[config.mk]
export PLATFORM = sky130hd
export DESIGN_NAME = port_irq_status
export DESIGN_NICKNAME = d
export VERILOG_FILES = /design/src/rtl/pirq_pkg.sv /design/src/rtl/pirq_sticky_bank.sv /design/src/rtl/pirq_diag_mirror.sv /design/src/rtl/pirq_irq_agg.sv /design/src/rtl/port_irq_status.sv
export SDC_FILE = /design/constraint.sdc
export NUM_CORES = 1
export LEC_CHECK = 0
export CORE_MARGIN = 3
export CORE_UTILIZATION = 24
export CTS_CLUSTER_SIZE = 16
export DETAILED_ROUTE_END_ITERATION = 8
export GPL_TIMING_DRIVEN = 0
export PLACE_DENSITY_LB_ADDON = 0.08
export SLEW_MARGIN = 15
export SYNTH_ARGS = -nofsm -noshare
export SYNTH_HDL_FRONTEND = slang
export SYNTH_SLANG_ARGS = --single-unit
[constraint.sdc]
create_clock -name clk -period 1.62 [get_ports clk]
set_clock_uncertainty 0.2 [all_clocks]
set_input_delay 0.162 -clock clk [delete_from_list [all_inputs] [get_ports clk]]
set_output_delay 0.162 -clock clk [all_outputs]
set_load 0.01 [all_outputs]
[src/rtl/pirq_pkg.sv]
// Package: shared constants and types of the port interrupt status register.
// Assumes a 32-bit status word; bit positions are fixed because software
// decodes them.
package pirq_pkg;
    localparam int REG_W     = 32;
    localparam int N_STICKY  = 13;

    // Positions of the non-sticky bits.
    localparam int BIT_UNK   = 4;
    localparam int BIT_CONN  = 6;
    localparam int BIT_PHY   = 22;

    // Index of special entries inside the sticky bank.
    localparam int SIDX_MPS  = 5;
    localparam int SIDX_TFE  = 12;

    // Register bit position of each sticky bank entry.
    localparam int STICKY_POS [N_STICKY] =
        '{0, 1, 2, 3, 5, 7, 23, 24, 26, 27, 28, 29, 30};

    typedef logic [REG_W-1:0] word_t;
endpackage

[src/rtl/pirq_sticky_bank.sv]
// Module: bank of write-one-to-clear sticky bits.
// Each bit sets on its strobe, clears on its clear request, and a set wins
// over a clear in the same cycle. A kill input forces a bit to zero.
// Assumes set, clear and kill are synchronous to clk.
module pirq_sticky_bank #(
    parameter int N = 13
) (
    input  logic         clk,
    input  logic         rst_n,
    input  logic [N-1:0] set_i,
    input  logic [N-1:0] clr_i,
    input  logic [N-1:0] kill_i,
    output logic [N-1:0] q_o
);
    logic [N-1:0] q_r;
    logic [N-1:0] q_nx;

    // Per-bit next state: kill dominates, then set, then clear.
    generate
        for (genvar i = 0; i < N; i++) begin : g_nx
            assign q_nx[i] = kill_i[i] ? 1'b0 : (set_i[i] | (q_r[i] & ~clr_i[i]));
        end
    endgenerate

    // Register the bank state.
    always_ff @(posedge clk) begin
        if (!rst_n) begin
            q_r <= '0;
        end else begin
            q_r <= q_nx;
        end
    end

    assign q_o = q_r;
endmodule

[src/rtl/pirq_diag_mirror.sv]
// Module: registered copies of the companion diagnostic flags.
// The PHY-change and connect-change bits follow their flags one cycle late.
// The unknown-frame bit sets on a post pulse but only while its flag is set,
// and is cleared whenever the flag is clear, so the two stay in step.
// Assumes all inputs are synchronous to clk.
module pirq_diag_mirror (
    input  logic clk,
    input  logic rst_n,
    input  logic diag_phy_i,
    input  logic diag_conn_i,
    input  logic diag_unk_i,
    input  logic unk_posted_i,
    output logic phy_chg_o,
    output logic conn_chg_o,
    output logic unk_o
);
    logic phy_r;
    logic conn_r;
    logic unk_r;

    // Track the diagnostic flags and the posted unknown-frame indication.
    always_ff @(posedge clk) begin
        if (!rst_n) begin
            phy_r  <= 1'b0;
            conn_r <= 1'b0;
            unk_r  <= 1'b0;
        end else begin
            phy_r  <= diag_phy_i;
            conn_r <= diag_conn_i;
            unk_r  <= (unk_r | unk_posted_i) & diag_unk_i;
        end
    end

    assign phy_chg_o  = phy_r;
    assign conn_chg_o = conn_r;
    assign unk_o      = unk_r;
endmodule

[src/rtl/pirq_irq_agg.sv]
// Module: aggregate interrupt request.
// ORs the masked status word. Assumes the status word comes from registers,
// so only the mask input adds a combinational path to the output.
module pirq_irq_agg #(
    parameter int W = 32
) (
    input  logic [W-1:0] status_i,
    input  logic [W-1:0] mask_i,
    output logic         irq_o
);
    logic [W-1:0] hit;

    // Per-bit enable gating.
    generate
        for (genvar i = 0; i < W; i++) begin : g_hit
            assign hit[i] = status_i[i] & mask_i[i];
        end
    endgenerate

    assign irq_o = |hit;
endmodule

[src/rtl/port_irq_status.sv]
// Module: per-port interrupt status register of a serial storage host.
// Collects event strobes into sticky write-one-to-clear bits. It mirrors three
// companion diagnostic flags into read-only bits and drives a masked
// interrupt request. Reserved and unsupported bits read 0.
// Assumes all inputs are synchronous to clk and reset is synchronous,
// active low.
module port_irq_status
    import pirq_pkg::*;
(
    input  logic              clk,
    input  logic              rst_n,
    input  logic              evt_d2h_i,
    input  logic              evt_pio_i,
    input  logic              evt_dma_i,
    input  logic              evt_sdb_i,
    input  logic              evt_desc_i,
    input  logic              evt_mps_i,
    input  logic              evt_pmerr_i,
    input  logic              evt_ovf_i,
    input  logic              evt_ifnf_i,
    input  logic              evt_iff_i,
    input  logic              evt_hbdata_i,
    input  logic              evt_hbfatal_i,
    input  logic              tf_upd_i,
    input  logic              tf_err_i,
    input  logic              unk_posted_i,
    input  logic              diag_phy_chg_i,
    input  logic              diag_conn_chg_i,
    input  logic              diag_unk_frm_i,
    input  logic              cap_ctl_mps_i,
    input  logic              cap_port_mps_i,
    input  logic              wr_en_i,
    input  logic [REG_W-1:0]  wr_data_i,
    input  logic [REG_W-1:0]  irq_mask_i,
    output logic [REG_W-1:0]  status_o,
    output logic              irq_o
);
    logic [N_STICKY-1:0] set_vec;
    logic [N_STICKY-1:0] clr_vec;
    logic [N_STICKY-1:0] kill_vec;
    logic [N_STICKY-1:0] sticky_q;
    logic                mps_ok;
    logic                tfe_set;
    logic                mps_set;
    logic                phy_q;
    logic                conn_q;
    logic                unk_q;
    word_t               status_w;
    word_t               sticky_mask;
    logic                wr_unused;

    // Event qualification.
    assign mps_ok  = cap_ctl_mps_i & cap_port_mps_i;
    assign mps_set = evt_mps_i & mps_ok;
    assign tfe_set = tf_upd_i & tf_err_i;

    // Strobes in sticky-bank order (index 0 first).
    assign set_vec = {tfe_set, evt_hbfatal_i, evt_hbdata_i, evt_iff_i,
                      evt_ifnf_i, evt_ovf_i, evt_pmerr_i, mps_set,
                      evt_desc_i, evt_sdb_i, evt_dma_i, evt_pio_i, evt_d2h_i};

    // Map write data onto bank clear requests, and gate the switch bit.
    generate
        for (genvar i = 0; i < N_STICKY; i++) begin : g_map
            assign clr_vec[i]  = wr_en_i & wr_data_i[STICKY_POS[i]];
            if (i == SIDX_MPS) begin : g_kill
                assign kill_vec[i] = ~mps_ok;
            end else begin : g_keep
                assign kill_vec[i] = 1'b0;
            end
        end
    endgenerate

    // Mask of writable positions, used only to mark ignored write data.
    always_comb begin
        sticky_mask = '0;
        for (int i = 0; i < N_STICKY; i++) begin
            sticky_mask[STICKY_POS[i]] = 1'b1;
        end
    end
    assign wr_unused = ^(wr_data_i & ~sticky_mask);

    pirq_sticky_bank #(
        .N (N_STICKY)
    ) u_bank (
        .clk    (clk),
        .rst_n  (rst_n),
        .set_i  (set_vec),
        .clr_i  (clr_vec),
        .kill_i (kill_vec),
        .q_o    (sticky_q)
    );

    pirq_diag_mirror u_mirror (
        .clk          (clk),
        .rst_n        (rst_n),
        .diag_phy_i   (diag_phy_chg_i),
        .diag_conn_i  (diag_conn_chg_i),
        .diag_unk_i   (diag_unk_frm_i),
        .unk_posted_i (unk_posted_i),
        .phy_chg_o    (phy_q),
        .conn_chg_o   (conn_q),
        .unk_o        (unk_q)
    );

    // Assemble the status word; reserved and unsupported bits stay 0.
    always_comb begin
        status_w = '0;
        for (int i = 0; i < N_STICKY; i++) begin
            status_w[STICKY_POS[i]] = sticky_q[i];
        end
        status_w[BIT_PHY]  = phy_q;
        status_w[BIT_CONN] = conn_q;
        status_w[BIT_UNK]  = unk_q;
    end

    pirq_irq_agg #(
        .W (REG_W)
    ) u_irq (
        .status_i (status_w),
        .mask_i   (irq_mask_i),
        .irq_o    (irq_o)
    );

    assign status_o = status_w;
endmodule

* Yosys cells after proc, flatten, opt, wreduce, memory -nomap -nowiden
Cells that the tools add are included.
** Storage, ports and cells
- Register bits after elaboration :: 16
- Bits of input ports :: 87
- Output and inout bits :: 33
- Word-level logic and storage cells :: 80
** Cells by class
- Bitwise logic cells :: 73
- Reduce and logical (&&, ||, !) cells :: 2
** Operators by type and width (count)
- bitwise AND 1 bit :: 46
- OR reduction 16 bit :: 1
- OR 1 bit :: 14
- inverter 1 bit :: 13
- AND reduction 2 bit :: 1

* Longest topological paths before layout
Gate-level depths: netlist of the first run.
- Word-level depth :: 4
- Depth in mapped cells :: 4
- Mapped depth without buffers :: 3

* Cells and area by module
From an unflattened synthesis of the first run, not the netlist that was laid out.
** Second synthesis, totals
- Cell total of the unflattened synthesis :: 117
- Area total of the unflattened synthesis :: 1038.5 um2
** By module, submodules not included
- pirq_sticky_bank :: times used 1, cells each 53, area an instance 531.8 um2, seq. area each 260.2 um2
- port_irq_status :: times used 1, cells each 37, area an instance 266.5 um2, seq. area each 0.0 um2
- pirq_irq_agg :: times used 1, cells each 21, area an instance 157.7 um2, seq. area each 0.0 um2
- pirq_diag_mirror :: times used 1, cells each 6, area an instance 82.6 um2, seq. area each 60.1 um2

* Worst setup path after synthesis of the first run
OpenSTA, ideal clock, no wires.
- Path kind :: reg-to-output
- From :: register u_bank.q_r[1], in the netlist u_bank.q_o[1]
- To :: output port irq_o
- Arrival time :: 908 ps
- Required time :: 1258 ps
- Path slack :: 350 ps
- Stages on the path, launching flop included :: 4
- Buffers on the path :: 0
- Cell sequence :: dfxtp_1 -> a22o_1 -> a221oi_1 -> nand4_1
** Between the ends
- Longest elaborated chain between the ends :: 2
** RTL lines
- from (decl) :: line pirq_sticky_bank.sv:15 : logic [N-1:0] q_r;
- from (signal assigned) :: line pirq_sticky_bank.sv:30 : q_r <= q_nx;
- bitwise AND 1 bit :: line pirq_irq_agg.sv:16 : assign hit[i] = status_i[i] & mask_i[i];
- OR reduction 16 bit :: line pirq_irq_agg.sv:20 : assign irq_o = |hit;
- to (decl) :: line port_irq_status.sv:36 : output logic irq_o
Every way passes these cells.

* Worst setup path in the final report of the first run
- From :: register u_mirror.unk_r, in the netlist u_mirror.unk_o
- To :: output port irq_o
** Between the ends
- Longest elaborated chain between the ends :: 2
** RTL lines
- from (decl) :: line pirq_diag_mirror.sv:19 : logic unk_r;
- from (signal assigned) :: line pirq_diag_mirror.sv:30 : unk_r <= (unk_r | unk_posted_i) & diag_unk_i;
- bitwise AND 1 bit :: line pirq_irq_agg.sv:16
- OR reduction 16 bit :: line pirq_irq_agg.sv:20
Every way passes these cells.

==> results.md, run 1 <==
- Status: complete, but fails checks
- Violated checks: setup timing
- VDD IR max: ~0.48 mV
- Largest net degree at the start of global routing: 11
- Lkg Pwr: a little under 0.0008 uW
- Critical-path cell list: a22o_2 > a221oi_2 > nand4_1 > buf_2
- Setup Buffers After CTS: 0
- Vias in the first global route: about 890
- Worst hold slack: 0.217 ns
- # hold bufs at CTS: 0
- Sink Count: 16
- #FFs+latches synth: 16
- Reg clk slew, reported paths: 0.10 ns
- Synth Warn #: 0
- Critical-path top delay cell: dfxtp_2
- WL final: roughly 2.5 mm
- Syn Std Cell Area: 785 um^2
- Remaining DRCs: 0
- Total GRT Usage: ~13%
- Max Freq: approximately 0.60 GHz
- Most common cell in the netlist: buf_4
- Reg2Reg Depth: 1
- Slew Viols, Final: 0
- Critical path class: flop to primary output
- Dominant synthesized flop cell: dfxtp_1
- Power Density: 617 nW/um^2
- Chip height: approximately 63 um
- Clock root buffer: clkbuf_4
- CTS tree: yes
- Ports: 120
- Synth unique cells: 17
- Critical Path RT: between 1 and 1.5 ns
- Starting density of the core: 25.5%
- Fraction of layout cells with a size suffix above 1: roughly a fifth
- Synth Instances: 90
- WL/cell: 11.2 um
- Routability cong.: 0.772
- RSZ-0062 raised after global routing: yes
- Post-synth top area cell: dfxtp_1
- Initial antenna violation count: 0
- Iter 0 DRT Violations: 16
- HP Class: primary input to flop
- Final setup vio count: 1
- Crit. Startpoint: u_mirror.unk_o
- Syn avg cell area: a little under 9 um^2
- Standard-cell rows: 20
- Share of the synthesized area in the top cell type: 40.8%
- DR vias: roughly 870
- Post-DP HPWL: a little over 2 mm
- Core area: between 3000 and 4000 um^2
- Crit-path max cell delay: 0.34 ns
- Final net count: between 200 and 300
- Crit end category: primary output
- Top cells by area, synth: dfxtp_1, buf_4, nor2b_1
- Final hold violation count: 0
- Die area: between 3000 and 4000 um^2
- Worst setup path endpoint: irq_o
- Antenna cells: 0
- Max_cap viols: 0
- Startpoint types: flop
- PortBufs: 68
- Global-route wire length before repair: 4.03 mm
- Hold Crit Depth: 3
- Post-layout worst setup margin: -0.0594 ns
- Min Clock Period, post-route: 1.68 ns
- Total gr overflow: 0
- CTS buffer count: 3
- Crit Path Max Fanout: 3
- Critical path arrival: around 1.3 ns
- Critical R2R Capture: u_mirror.unk_o
- Place WS: -0.462 ns
- Tcrit/Tclk final: 104%
- Reg-to-Reg Start: u_mirror.unk_o
- Post-synth top cells: buf_4, dfxtp_1, nand2_1, a21oi_1, nor2b_1
- Area grow syn2layout: 110%
- Setup TNS: -0.0594 ns
- Post-synthesis sequential area ratio: roughly two fifths
- DIE WIDTH: ~63 um
- Bufs on Longest Clock Path: 2
- EDFF count, synth: 0
- H-tree depth: 1
- First-pass detailed-route iteration total: 4
- Clk Latency, worst-skew pair: roughly 0.28 ns
- Setup slack, reg-to-reg: between 0.7 and 0.8 ns
- Antenna Violating Nets Remaining: 0
- Vias per cell: between 3 and 4
- Async set-or-reset flop fraction in the synthesized netlist: 0%
logic make-up after synthesis:
kind of cell	share of synthesized area [%]
compound gates	19.8
simple gates	19.3
other cells	0.478
buf+inv	19.6
flops	40.8
cell usage in the layout, fill, tap and decap left out, types with 4 or more instances in the layout:
master | netlist | layout
a21oi_1 | 12 | 12
a221oi_2 | 1 | 4
buf_4 | 20 | 20
clkdlybuf4s50_1 | 0 | 59
conb_1 | 1 | 16
dfxtp_1 | 16 | 9
dfxtp_2 | 0 | 7
dlymetal6s2s_1 | 0 | 6
nand2_1 | 13 | 13
nor2b_1 | 12 | 12
flip-flops by register name, indices dropped and copies added (netlist names):
signal               cells
u_bank.q_o              13
u_mirror.phy_chg_o       1
u_mirror.conn_chg_o      1
u_mirror.unk_o           1
report_power, final:
part           internal (uW)  switching [uW]
combinational            213            99.3
sequential               421            20.2
clock                    137             127
total                    770             246
critical path: cells and delay by family (launching register included):
family,cells,cell delay (ns)
DFF,1,0.34
and+or+nand+nor,1,0.11
buffers and inverters,1,0.16
AOI/OAI and AO/OA,2,0.43
what timing repair did:
action,in CTS,in global routing
gates resized for setup,10,12
pin swaps,3,0
setup endpoints to repair,3,9
per-stage QoR:
stage | std cells | utilization (%) | total power, uW | cell area (um^2)
finish | 221 | 53.5 | 1020 | 1650
global route | 221 | 53.5 | 1080 | 1650
CTS | 221 | 52.6 | 1030 | 1620
detailed placement | 217 | 51.2 | 760 | 1580
global placement | 217 | 51.2 | 757 | 1580
floorplan | 105 | - | 565 | 841
final cells by class:
cell class	count	area, um^2
Fill cell	305	1430
Multi-Input combinational cell	68	385
Buffer	21	154
Tap cell	44	55.1
Timing Repair Buffer	68	688
Sequential cell	16	329
Clock buffer	4	36.3
how the worst min path moves through the flow:
stage	startpoint	to	slack [ns]
after floorplan	diag_conn_chg_i	u_mirror.conn_chg_o	0.09
after global placement	u_mirror.unk_o	u_mirror.unk_o	0.31
after detailed placement	u_mirror.unk_o	u_mirror.unk_o	0.32
after CTS	diag_unk_frm_i	u_mirror.unk_o	0.21
after global routing	diag_unk_frm_i	u_mirror.unk_o	0.22
final	cap_port_mps_i	u_bank.q_o[5]	0.22
routing by layer:
metal	vias up	routed length [um]	global-route usage (%)
met1	376	967	13.5
met2	47	1220	22.7
met5	-	0	0
li1	446	-	-
met3	2	266	5.35
met4	0	17	3.23
Power figures use the tool's default switching activity.
==> inputs of run 2 (changes only) <==
--- a/config.mk
+++ b/config.mk
@@ -11,6 +11,7 @@
 export DETAILED_ROUTE_END_ITERATION = 8
 export GPL_TIMING_DRIVEN = 0
 export PLACE_DENSITY_LB_ADDON = 0.08
+export SKIP_CTS_REPAIR_TIMING = 1
 export SLEW_MARGIN = 15
 export SYNTH_ARGS = -nofsm -noshare
 export SYNTH_HDL_FRONTEND = slang
==> results.md, run 2 (same netlist as run 1, synthesis figures left out) <==
- Initial antenna violation count: 0
- Reg clk slew, reported paths: 0.10 ns
- Standard-cell rows: 20
- Max Freq: around 0.59 GHz
- Post-DP HPWL: 2.05 mm
- P_sw: approximately 250 uW
- Remaining DRCs: 0
- Critical-path cell list: a22o_4 > a221oi_2 > nand4_1 > buf_2
- Hold path startpoint: cap_port_mps_i
- Sw frac: approximately a quarter
- Crit-path max cell delay: ~0.34 ns
- Clock Power Share: around 26%
- Vias per cell: 3.95
- Starting density of the core: between 20% and 30%
- First-pass detailed-route iteration total: 4
- Total gr overflow: 0
- Critical Path RT: ~1.3 ns
- Reg-to-Reg Start: u_mirror.unk_o
- Final setup vio count: 1
- Slew Viols, Final: 0
- Ports: 120
- Iter 0 DRT Violations: 16
- Setup slack, reg-to-reg: between 0.7 and 0.8 ns
- Fraction of layout cells with a size suffix above 1: between 10% and 20%
- Vias in the first global route: 887
- Post-layout worst setup margin: -0.0701 ns
- Final net count: between 200 and 300
- Largest net degree at the start of global routing: 11
- Sink Count: 16
- Startpoint types: flop
- WL/cell: 11.1 um
- Die area: 3990 um^2
- Status: complete, but fails checks
- Antenna Violating Nets Remaining: 0
- Min Clock Period, post-route: between 1.5 and 2 ns
- PortBufs: 68
- Clock root buffer: clkbuf_4
- Antenna cells: 0
- H-tree depth: 1
- HP Class: primary input to flop
- WL final: between 2 and 2.5 mm
- Area grow syn2layout: 112%
- Critical-path top delay cell: dfxtp_2
- Critical path class: flop to primary output
- Final hold violation count: 0
- Placed Cells: 217
- CTS tree: yes
- VDD IR max: just under 0.5 mV
- # fillers: 302
- Tcrit/Tclk final: 104%
- Crit Path Max Fanout: 3
- Most frequent cells in the layout: clkdlybuf4s50_1, buf_4, conb_1
- Chip height: 63.2 um
- Violated checks: setup timing
- Share of total power in combinational logic: between 30% and 40%
- Core area: slightly above 3000 um^2
- DR vias: approximately 870
- Final Util: roughly 54%
- Bufs on Longest Clock Path: 2
- Commonest non-fill, non-tap cell in the layout: clkdlybuf4s50_1
- Critical path arrival: 1.33 ns
- Power Internal: roughly 770 uW
- Flop pwr share: a little over two fifths
- Global-route wire length before repair: ~4 mm
- RSZ-0062 raised after global routing: yes
- Clk Latency, worst-skew pair: around 0.28 ns
- Place WS: -0.462 ns
- Power Density: 613 nW/um^2
- Hold Crit Endpoint: u_bank.q_o[5]
- Crit end category: primary output
- Hold Crit Depth: 3
- Reg2Reg Depth: 1
- Routability cong.: between 0.7 and 0.8
- CTS buffer count: 3
- Layout Cells excl Fill: ~220
- Final Power: between 1000 and 1500 uW
- Max_cap viols: 0
- DIE WIDTH: roughly 63 um
- Critical R2R Capture: u_mirror.unk_o
- Max FFs per register: 13
- Total GRT Usage: 12.5%
- Lkg Pwr: between 0.0008 and 0.0009 uW
[run 2: cell types whose count changed in the layout (fill, tap and decap cells not counted)]
cell | previous run | this run
dlygate4sd2_1 | 2 | 0
clkdlybuf4s50_1 | 59 | 58
a22o_2 | 1 | 0
dfxtp_2 | 7 | 5
a22o_4 | 0 | 1
dfxtp_1 | 9 | 11
dlymetal6s2s_1 | 6 | 9
[run 2: power by group through the flow]
| stage | clock network, uW | registers [uW] | logic (uW) |
|---|---|---|---|
| 3_5_place_dp | 0 | 447 | 314 |
| 6_report | 264 | 441 | 314 |
| 2_1_floorplan | 0 | 455 | 110 |
| 5_1_grt | 290 | 446 | 343 |
| 4_1_cts | 272 | 438 | 315 |
| 3_3_place_gp | 0 | 447 | 311 |
[run 2: worst max path at each step]
stage	startpoint	to	slack, ns	cells past startpoint
after floorplan	u_bank.q_o[1]	irq_o	0.35	3
after detailed placement	irq_mask_i[6]	irq_o	-0.46	5
after global placement	irq_mask_i[6]	irq_o	-0.45	5
final	u_mirror.unk_o	irq_o	-0.07	4
after CTS	u_mirror.conn_chg_o	irq_o	-0.54	4
after global routing	u_mirror.unk_o	irq_o	-0.19	4
[run 2: through the flow]
step                      area (um^2)  hold slack, ns  setup TNS [ns]
after CTS                        1610           0.217          -0.622
final                            1660           0.215         -0.0701
after global routing             1660           0.216          -0.188
after detailed placement         1580           0.317          -0.481
after global placement           1580           0.313          -0.505
after floorplan                   841          0.0893               0
[run 2: layout make-up]
type                    count  area, um^2  area share [%]
plain buffers              21         154            9.26
multi-input cells          68         393            23.6
flip-flops and latches     16         327            19.6
clock buffers               4        36.3            2.18
repair buffers             68         698            42.0
well taps                  44        55.1            3.31
[run 2: routing by layer]
metal | wire, um | vias up | global-route usage [%] | share of wire [%]
li1 | - | 446 | - | -
met1 | 955 | 379 | 13.4 | 39
met2 | 1220 | 47 | 22.3 | 49
met3 | 271 | 2 | 5.53 | 11
met4 | 17 | 0 | 3.23 | 0.69
met5 | 0 | - | 0 | 0
[run 2: critical path: cells and delay by family (launching register included)]
family                 cells  cell delay, ns
AOI/OAI and AO/OA          2            0.42
buffers and inverters      1            0.16
DFF                        1            0.34
and+or+nand+nor            1            0.12
